**src/rtl/txd_pkg.sv**
```systemverilog
package txd_pkg;
  localparam int unsigned BEAT_W = 32;
  localparam int unsigned BEAT_B = BEAT_W / 8;

  localparam logic [1:0] IDX_CTRL   = 2'd0;
  localparam logic [1:0] IDX_TXREQ  = 2'd1;
  localparam logic [1:0] IDX_TXBASE = 2'd2;
  localparam logic [1:0] IDX_RXBASE = 2'd3;

  localparam int unsigned OWN_BIT  = 31;
  localparam int unsigned WRAP_BIT = 30;

  typedef enum logic [2:0] {
    ST_IDLE,
    ST_DESC0,
    ST_DESC1,
    ST_DATA_RD,
    ST_DATA_OUT,
    ST_RETIRE
  } walk_st_e;
endpackage

```
**src/rtl/txd_srst.sv**
```systemverilog
module txd_srst #(
  parameter int unsigned SRST_CYCLES = 16
) (
  input  logic clk,
  input  logic rst_n,
  input  logic kick,
  output logic busy
);
  localparam int unsigned CW = $clog2(SRST_CYCLES + 1);
  logic [CW-1:0] left_q;

  always_ff @(posedge clk or negedge rst_n) begin
    if (!rst_n)               left_q <= '0;
    else if (kick)            left_q <= CW'(SRST_CYCLES);
    else if (left_q != '0)    left_q <= left_q - 1'b1;
  end

  assign busy = (left_q != '0);
endmodule

```
**src/rtl/txd_regs.sv**
```systemverilog
module txd_regs
  import txd_pkg::*;
#(
  parameter int unsigned ADDR_W = 32
) (
  input  logic              clk,
  input  logic              rst_n,
  input  logic              wr,
  input  logic [1:0]        idx,
  input  logic [31:0]       wdata,
  input  logic              busy,
  input  logic              tr_clr,
  output logic [31:0]       rdata,
  output logic              tr,
  output logic              start,
  output logic              kick,
  output logic [ADDR_W-1:0] tx_base,
  output logic [ADDR_W-1:0] rx_base
);
  logic wr_ok;
  assign wr_ok = wr && !busy;
  assign kick  = wr_ok && (idx == IDX_CTRL) && wdata[0];
  assign start = wr_ok && (idx == IDX_TXREQ) && wdata[0] && !tr;

  always_ff @(posedge clk or negedge rst_n) begin
    if (!rst_n) begin
      tr <= 1'b0;
    end else if (kick || tr_clr) begin
      tr <= 1'b0;
    end else if (start) begin
      tr <= 1'b1;
    end
  end

  // list bases survive the soft reset: only the hardware reset clears them
  always_ff @(posedge clk or negedge rst_n) begin
    if (!rst_n) begin
      tx_base <= '0;
      rx_base <= '0;
    end else if (wr_ok) begin
      if (idx == IDX_TXBASE) tx_base <= wdata[ADDR_W-1:0];
      if (idx == IDX_RXBASE) rx_base <= wdata[ADDR_W-1:0];
    end
  end

  always_comb begin
    rdata = '0;
    unique case (idx)
      IDX_CTRL:   rdata[0] = busy;
      IDX_TXREQ:  rdata[0] = tr;
      IDX_TXBASE: rdata[ADDR_W-1:0] = tx_base;
      default:    rdata[ADDR_W-1:0] = rx_base;
    endcase
  end
endmodule

```
**src/rtl/txd_lane.sv**
```systemverilog
module txd_lane
  import txd_pkg::*;
#(
  parameter int unsigned LEN_W = 16
) (
  input  logic [LEN_W-1:0]  rem,
  output logic [BEAT_B-1:0] keep,
  output logic              last
);
  for (genvar i = 0; i < BEAT_B; i++) begin : g_lane
    assign keep[i] = (rem > LEN_W'(i));
  end
  assign last = (rem <= LEN_W'(BEAT_B));
endmodule

```
**src/rtl/txd_walker.sv**
```systemverilog
module txd_walker
  import txd_pkg::*;
#(
  parameter int unsigned ADDR_W      = 32,
  parameter int unsigned LEN_W       = 16,
  parameter int unsigned DESC_STRIDE = 16
) (
  input  logic              clk,
  input  logic              rst_n,
  input  logic              flush,
  input  logic              start,
  input  logic [ADDR_W-1:0] base,
  output logic              tr_clr,
  output logic              mem_req,
  output logic              mem_we,
  output logic [ADDR_W-1:0] mem_addr,
  output logic [BEAT_W-1:0] mem_wdata,
  input  logic              mem_ack,
  input  logic [BEAT_W-1:0] mem_rdata,
  output logic              tx_valid,
  input  logic              tx_ready,
  output logic [BEAT_W-1:0] tx_data,
  output logic [BEAT_B-1:0] tx_keep,
  output logic              tx_last
);
  localparam logic [ADDR_W-1:0] STEP  = ADDR_W'(DESC_STRIDE);
  localparam logic [ADDR_W-1:0] WORD1 = ADDR_W'(BEAT_B);
  localparam logic [LEN_W-1:0]  BEATB = LEN_W'(BEAT_B);

  walk_st_e          st_q;
  logic [ADDR_W-1:0] ptr_q, buf_q;
  logic [BEAT_W-1:0] w0_q, dat_q;
  logic [LEN_W-1:0]  rem_q;
  logic              fin_beat;

  txd_lane #(.LEN_W(LEN_W)) u_lane (
    .rem  (rem_q),
    .keep (tx_keep),
    .last (fin_beat)
  );

  always_ff @(posedge clk or negedge rst_n) begin
    if (!rst_n) begin
      st_q  <= ST_IDLE;
      ptr_q <= '0;
      buf_q <= '0;
      w0_q  <= '0;
      dat_q <= '0;
      rem_q <= '0;
    end else if (flush) begin
      st_q  <= ST_IDLE;
      ptr_q <= base;
      rem_q <= '0;
    end else begin
      unique case (st_q)
        ST_IDLE: if (start) begin
          ptr_q <= base;
          st_q  <= ST_DESC0;
        end
        ST_DESC0: if (mem_ack) begin
          w0_q  <= mem_rdata;
          rem_q <= mem_rdata[LEN_W-1:0];
          st_q  <= mem_rdata[OWN_BIT] ? ST_DESC1 : ST_IDLE;
        end
        ST_DESC1: if (mem_ack) begin
          buf_q <= {mem_rdata[ADDR_W-1:2], 2'b00};
          st_q  <= (rem_q == '0) ? ST_RETIRE : ST_DATA_RD;
        end
        ST_DATA_RD: if (mem_ack) begin
          dat_q <= mem_rdata;
          st_q  <= ST_DATA_OUT;
        end
        ST_DATA_OUT: if (tx_ready) begin
          if (fin_beat) begin
            rem_q <= '0;
            st_q  <= ST_RETIRE;
          end else begin
            rem_q <= rem_q - BEATB;
            buf_q <= buf_q + WORD1;
            st_q  <= ST_DATA_RD;
          end
        end
        ST_RETIRE: if (mem_ack) begin
          ptr_q <= w0_q[WRAP_BIT] ? base : ptr_q + STEP;
          st_q  <= ST_DESC0;
        end
        default: st_q <= ST_IDLE;
      endcase
    end
  end

  assign tr_clr = (st_q == ST_DESC0) && mem_ack && !mem_rdata[OWN_BIT] && !flush;

  always_comb begin
    mem_req  = 1'b0;
    mem_addr = ptr_q;
    unique case (st_q)
      ST_DESC0:   mem_req = 1'b1;
      ST_DESC1: begin
        mem_req  = 1'b1;
        mem_addr = ptr_q + WORD1;
      end
      ST_DATA_RD: begin
        mem_req  = 1'b1;
        mem_addr = buf_q;
      end
      ST_RETIRE:  mem_req = 1'b1;
      default:    mem_req = 1'b0;
    endcase
  end

  assign mem_we    = (st_q == ST_RETIRE);
  assign mem_wdata = {1'b0, w0_q[BEAT_W-2:0]};
  assign tx_valid  = (st_q == ST_DATA_OUT);
  assign tx_data   = dat_q;
  assign tx_last   = tx_valid && fin_beat;
endmodule

```
**src/rtl/txd_engine.sv**
```systemverilog
module txd_engine
  import txd_pkg::*;
#(
  parameter int unsigned LEN_W       = 16,
  parameter int unsigned SRST_CYCLES = 16,
  parameter int unsigned DESC_STRIDE = 16
) (
  input  logic        clk,
  input  logic        rst_n,
  input  logic        reg_wr,
  input  logic [1:0]  reg_idx,
  input  logic [31:0] reg_wdata,
  output logic [31:0] reg_rdata,
  output logic        srst_busy,
  output logic        mem_req,
  output logic        mem_we,
  output logic [31:0] mem_addr,
  output logic [31:0] mem_wdata,
  input  logic        mem_ack,
  input  logic [31:0] mem_rdata,
  output logic        tx_valid,
  input  logic        tx_ready,
  output logic [31:0] tx_data,
  output logic [3:0]  tx_keep,
  output logic        tx_last
);
  localparam int unsigned ADDR_W = 32;

  logic              tr_q, start, kick, tr_clr, flush;
  logic [ADDR_W-1:0] tx_base, rx_base;

  txd_srst #(.SRST_CYCLES(SRST_CYCLES)) u_srst (
    .clk   (clk),
    .rst_n (rst_n),
    .kick  (kick),
    .busy  (srst_busy)
  );

  txd_regs #(.ADDR_W(ADDR_W)) u_regs (
    .clk     (clk),
    .rst_n   (rst_n),
    .wr      (reg_wr),
    .idx     (reg_idx),
    .wdata   (reg_wdata),
    .busy    (srst_busy),
    .tr_clr  (tr_clr),
    .rdata   (reg_rdata),
    .tr      (tr_q),
    .start   (start),
    .kick    (kick),
    .tx_base (tx_base),
    .rx_base (rx_base)
  );

  assign flush = kick || srst_busy;

  txd_walker #(
    .ADDR_W      (ADDR_W),
    .LEN_W       (LEN_W),
    .DESC_STRIDE (DESC_STRIDE)
  ) u_walk (
    .clk       (clk),
    .rst_n     (rst_n),
    .flush     (flush),
    .start     (start),
    .base      (tx_base),
    .tr_clr    (tr_clr),
    .mem_req   (mem_req),
    .mem_we    (mem_we),
    .mem_addr  (mem_addr),
    .mem_wdata (mem_wdata),
    .mem_ack   (mem_ack),
    .mem_rdata (mem_rdata),
    .tx_valid  (tx_valid),
    .tx_ready  (tx_ready),
    .tx_data   (tx_data),
    .tx_keep   (tx_keep),
    .tx_last   (tx_last)
  );
endmodule

```
**config.mk**
```make
export PLATFORM = sky130hd
export DESIGN_NAME = txd_engine
export DESIGN_NICKNAME = d
export VERILOG_FILES = /design/src/rtl/txd_pkg.sv /design/src/rtl/txd_srst.sv /design/src/rtl/txd_regs.sv /design/src/rtl/txd_lane.sv /design/src/rtl/txd_walker.sv /design/src/rtl/txd_engine.sv
export SDC_FILE = /design/constraint.sdc
export NUM_CORES = 1
export LEC_CHECK = 0
export ABC_AREA = 1
export BUFFER_PORTS_ARGS = -buffer_cell sky130_fd_sc_hd__buf_2
export CAP_MARGIN = 15
export CORE_UTILIZATION = 30
export CTS_BUF_LIST = sky130_fd_sc_hd__clkbuf_4
export DETAILED_ROUTE_END_ITERATION = 10
export GPL_TIMING_DRIVEN = 1
export HOLD_SLACK_MARGIN = 0.12
export PLACE_DENSITY_LB_ADDON = 0.12
export SYNTH_ARGS = -nofsm -noshare
export SYNTH_HDL_FRONTEND = slang
export SYNTH_SLANG_ARGS = --single-unit
```
**constraint.sdc**
```tcl
create_clock -name clk -period 2.3 [get_ports clk]
set_input_delay 0.23 -clock clk [delete_from_list [all_inputs] [get_ports clk]]
set_output_delay 0.23 -clock clk [all_outputs]
set_load 0.02 [all_outputs]
```
======== After elaboration in Yosys (flattened, before gate mapping) ========
Cells that the tools add are included.
storage, ports and cells
  bits in registers ....................... 216
  input bits .............................. 71
  word-level logic and storage cells ...... 106
cells by class
  add/sub/neg operators ................... 5
  magnitude comparators ................... 5
  eq/ne operators ......................... 17
  multiplexer cells ....................... 33
  bitwise gates (word level) .............. 1
  reductions and logical operators ........ 35
operator list
  operator                                                                          count
  32-bit two-way mux                                                                7
  32-bit one-hot mux with 2 select lines                                            3
  32-bit by 3-bit adder with 32-bit output, second input constant                   2
  16-bit two-way mux                                                                4
  31-bit one-hot mux with 2 select lines                                            1
  32-bit by 5-bit adder with 32-bit output, second input constant                   1
  16-bit by 1-bit greater-than comparator with 1-bit output, second input constant  2
  16-bit by 2-bit greater-than comparator with 1-bit output, second input constant  2
  16-bit one-hot mux with 2 select lines                                            1
  3-bit two-way mux                                                                 9
  3-bit one-hot mux with 6 select lines                                             1
  16-bit by 3-bit <= comparator with 1-bit output, second input constant            1
  16-bit logical NOT                                                                1
  16-bit by 3-bit subtractor with 16-bit output, second input constant              1
  3-bit by 2-bit != test with 1-bit output, second input constant                   5
  3-bit AND reduction                                                               4
  1-bit logical AND                                                                 10
  5-bit two-way mux                                                                 2
  3-bit by 2-bit equality test with 1-bit output, second input constant             2
  3-bit equality test, second input constant                                        2
  2-bit != test, second input constant                                              3
  6-bit AND reduction                                                               1
  2-bit nonzero test                                                                3
  3-bit nonzero test                                                                2
  other kinds (18)                                                                  26

======== Logic depth before layout (Yosys ltp) ========
  word-level depth ........................ 10
  mapped depth ............................ 13
  mapped depth without buffers ............ 13

======== Cells and area by module ========
A second synthesis with hierarchy kept.
unflattened totals
  cells, all modules ...................... 1890
  area total of the unflattened synthesis .. 12802.3 um2
by module, submodules not included
  module      times used  cells each  area each (um2)
  txd_walker  1           1460        9332.7
  txd_regs    1           361         3056.7
  txd_srst    1           33          260.2
  txd_lane    1           33          141.4
  txd_engine  1           3           11.3

======== Least setup slack after synthesis ========
No wires, ideal clock.
  path kind ............................... flip-flop to output port
  start ................................... reg u_walk.ptr_q[4]
  end ..................................... out mem_addr[22]
  arrival ................................. 1.724 ns
  setup slack ............................. 0.346 ns
  stages on the path, launching flop included .. 8
  path buffers ............................ 0
  path through ............................ dfrtp_1 ha_1 nand3_1 nor2_1 nand2_1 nor2_1 nand3_1 a31oi_1
on the way
  longest elaborated chain between the ends .. 2
RTL lines
  item                                      line               text
  from (decl)                               txd_walker.sv:31   logic [ADDR_W-1:0] ptr_q, buf_q;
  from (signal assigned)                    txd_walker.sv:52   ptr_q <= base;
  from (signal assigned)                    txd_walker.sv:57   ptr_q <= base;
  from (signal assigned)                    txd_walker.sv:84   ptr_q <= w0_q[WRAP_BIT] ? base : ptr_q + STEP;
  32-bit by 3-bit adder with 32-bit output  txd_walker.sv:101  mem_addr = ptr_q + WORD1;
  32-bit one-hot mux with 2 select lines    txd_walker.sv:97   unique case (st_q)
  to (decl)                                 txd_engine.sv:17   output logic [31:0] mem_addr,
No other way between the ends.

======== Worst setup path after layout ========
  start ................................... reg u_walk.ptr_q[12]
  end ..................................... out mem_addr[19]
Same word-level chain as after synthesis.

==> out/results.tsv <==
stage	metric	value	unit
run_status	status	complete, but fails checks	
run_status	failing checks	setup timing	
sta	Max Fclk	389.9	MHz
synth	Synth cell types	45	
sta	max-slew violations	0	
synth	Synth Area per Inst	6.909	um^2
clock_network	H-Tree Depth	3	
sta	Setup WS post-layout	-0.2647	ns
worst_setup_path	Reg2Reg Launch Point	u_srst.left_q[1]$_DFFE_PN0P_	
worst_setup_path	CP max stage delay	0.42	ns
placed_design	Placed Area	14340	um^2
power	leak pwr	9.251	nW
min_path	Worst Hold Launch	reg_idx[0]	
floorplan	I/O pin total	208	
worst_setup_path	Req. time, crit path	2.07	ns
sta	Tightest Pin Transition	0.6304	ns
synth	YS warnings	0	
global_routing	GR Overflow Total	0	
sta	Worst slew margin	57.97	%
flow_run	max cap viols	0	
cells_and_area	most frequent cells in the layout	nand2_1 (598), o21ai_0 (193), dfrtp_1 (182), buf_2 (172), inv_1 (171)	
clock_network	CTS root buf	clkbuf_4	
sta	unrepaired setup endpoints after global routing	true	
clock_network	CTS tree	done	
sta	Clock Skew	0.04661	ns
cells_and_area	Fillers	4218	
synth	post-synthesis register bit count	214	
sta	Hold Fails Final Rpt	0	
power	pwr/cell area	854.1	nW/um^2
cells_and_area	commonest non-fill, non-tap cell in the layout	nand2_1	
worst_setup_path	Critical-path top delay cell	dfrtp_2	
sta	crit share post-route	111.5	%
global_routing	initial antenna violation count	1	
cells_and_area	Final Net Count	2321	
route	antenna-violating nets left	0	
synth	cell taking the most area after synthesis	dfrtp_1	
synth	Net Count, Synth	1877	
route	final WL	46.52	mm
cells_and_area	Synth-to-Final Area Change	46.32	%
worst_setup_path	worst-path fanout max	4	
synth	cells after synthesis	1799	
worst_setup_path	CP delay by family, top	simple AND/OR/NAND/NOR gates	
synth	Synth top area share	43.08	%
worst_setup_path	Critical Path AT	2.33	ns
worst_setup_path	critical-path cell list	nand2_2, nor2_4, inv_1, nor2_4, buf_4, nand2_1, o21ai_1, o21ai_1, a21oi_2, buf_6	
clock_network	clock sinks	214	
floorplan	die area	42250	um^2
clock_network	Max clock buf depth	3	
floorplan	Die Ht	205.5	um
route	routed len/inst	16.54	um
min_path	path type of the worst min-delay path	in -> reg	
floorplan	chip width	205.5	um
route	iteration-0 DRC count of the detailed router	823	
route	vias	13290	
route	Via density	4.724	
clock_network	clock slew at reported path FFs	0.07	ns
min_path	hold path cells	7	
global_routing	vias in the first global route	13020	
cells_and_area	layout cells sized above 1	30.77	%
route	Remaining DRCs	0	
sta	Fin Hold WS	0.2247	ns
global_routing	first-pass GRT wire length	71.83	mm
floorplan	core area	40830	um^2
worst_setup_path	Setup CP Type	reg -> out	
floorplan	placement row count	74	
sta	Setup violations, final	29	
global_routing	pin count of the biggest net entering global routing	69	
worst_setup_path	Buf+Inv Stages, Crit Path	3	
synth	register area share after synthesis	43.08	%
route	Detailed Routing Iterations Pass 1	5	
synth	Synth Cell Area	12430	um^2
clock_network	CTS Buf Count	69	
cells_and_area	fin area	18190	um^2
synth	largest cells by area after synthesis	dfrtp_1 (43%), nand2_1 (19%), o21ai_0 (8.6%)	
placed_design	Final GP Congestion	0.9155	
floorplan	Initial Util	30.44	%
worst_setup_path	capturing point of the worst reg2reg path	u_walk.rem_q[1]$_DFFE_PN0P_	
worst_setup_path	Crit. End Element	output pin	
sta	fin crit period	2.565	ns
worst_setup_path	R2R setup slack	0.12	ns
worst_setup_path	worst reg-to-reg path cell count	12	
min_path	hold endpoint	u_regs.tr$_DFFE_PN0P_	
placed_design	Post-DP HPWL	32.08	mm
placed_design	Port Buffers	206	
worst_setup_path	Startpoint Class	flip-flop	
power	peak supply drop	0.0007136	V
clock_network	clock latency on the worst-skew pair	0.74	ns
global_routing	Tot GR Track Use	21.96	%
## cells in the mapped netlist, drive strengths merged
cell,instances
a211o,1
a21oi,25
a22o,12
a22oi,1
a31oi,3
and2,2
buf,33
clkbuf,38
clkinv,2
conb,1
dfrtp,214
ha,7
inv,198
nand2,648
nand3,123
nand3b,8
nand4,11
nor2,170
nor3,9
nor4,1
o2111ai,1
o211ai,1
o21ai,236
o21bai,2
o221ai,14
o22ai,6
o31ai,4
xnor2,3
xor2,25
## flip-flops by register name (all words and copies together), names as in the netlist, 5 cells and up
register	flops
u_walk.w0_q	31
u_walk.buf_q	30
u_walk.ptr_q	32
u_regs.rx_base	32
u_regs.tx_base	32
u_walk.tx_data	32
u_walk.rem_q	16
u_srst.left_q	5
## timing repair
| action | in CTS | in global routing |
|---|---|---|
| resized for setup | 285 | 122 |
| pin swaps | 63 | 64 |
| endpoints found under the setup margin | 39 | 91 |
| endpoints found under the hold margin | 398 | 0 |
| buffers inserted | 72 | 31 |
| gates cloned | 2 | 2 |
| hold buffers | 73 | 0 |
## report_power, final
group	internal, mW	switching, mW	leakage, nW
registers	4.75	0.895	2.77
logic	2.58	3.42	6.01
clock network	2.11	1.78	0.475
total	9.44	6.10	9.25
## metrics by stage
| step | instances | worst slack [ns] | total power, mW | util, % | TNS (ns) |
|---|---|---|---|---|---|
| 2_1_floorplan | 1799 | 0.3463 | 8.158 | - | 0 |
| 3_3_place_gp | 2525 | 0.1208 | 9.989 | 35.12 | 0 |
| 3_5_place_dp | 2525 | 0.1086 | 10.02 | 35.12 | 0 |
| 4_1_cts | 2778 | -0.3524 | 15.27 | 42.74 | -8.278 |
| 5_1_grt | 2812 | -0.4223 | 16.63 | 44.54 | -9.381 |
| 6_report | 2812 | -0.2647 | 15.53 | 44.54 | -5.120 |
## routing by layer
metal | routed length (um) | track usage (%) | vias up | share of wire [%]
met5 | 0 | 0 | - | 0
li1 | - | - | 6658 | -
met2 | 20920 | 34.48 | 385 | 45
met1 | 21730 | 29.65 | 6146 | 47
met4 | 1584 | 9.206 | 0 | 3.4
met3 | 2291 | 3.801 | 96 | 4.9
## worst register-to-register path, delay by kind of cell, from the launching register on
family                   cells  cell delay, ns
AO/OA/AOI/OAI                1            0.14
buffers and inverters        6            1.14
adder cells (fa/ha/maj)      1            0.15
flip-flops                   1            0.37
AND/OR/NAND/NOR              4            0.33
## logic make-up (layout without fill, tap and decap cells)
logic type	count (synthesis)	after routing	synth area share, %
and+or+nand+nor	972	972	31.68
DFF	214	214	43.08
other	1	3	0.03017
xor gates and xnor gates	28	28	1.973
AOI/OAI and AO/OA	306	306	13.77
adders and majority gates	7	7	0.7046
buffers and inverters	271	750	8.758
## cell type report
cell class / instances / area [um^2] / share of cell area (%)
tap: 532 / 665.6 / 3.660
sequential: 214 / 5395 / 29.67
inverter: 200 / 785.8 / 4.321
multi-input combinational: 1314 / 6995 / 38.47
antenna: 2 / 5.005 / 0.02752
clock buffer: 89 / 668.1 / 3.674
clock inverter: 17 / 151.4 / 0.8325
timing repair buffer: 444 / 3520 / 19.35
## how the worst max path moves through the flow
| stage | depth (start not counted) | to | slack [ns] | startpoint |
|---|---|---|---|---|
| after floorplan | 7 | mem_addr[22] | 0.35 | u_walk.ptr_q[4]$_DFFE_PN0P_ |
| after global placement | 9 | mem_addr[23] | 0.12 | u_walk.ptr_q[7]$_DFFE_PN0P_ |
| after detailed placement | 10 | mem_addr[18] | 0.11 | u_walk.ptr_q[5]$_DFFE_PN0P_ |
| after CTS | 8 | mem_addr[16] | -0.35 | u_walk.ptr_q[5]$_DFFE_PN0P_ |
| after global routing | 10 | mem_addr[19] | -0.42 | u_walk.ptr_q[4]$_DFFE_PN0P_ |
| final | 10 | mem_addr[19] | -0.26 | u_walk.ptr_q[12]$_DFFE_PN0P_ |
Note: power is estimated with default switching activity, not from simulation.
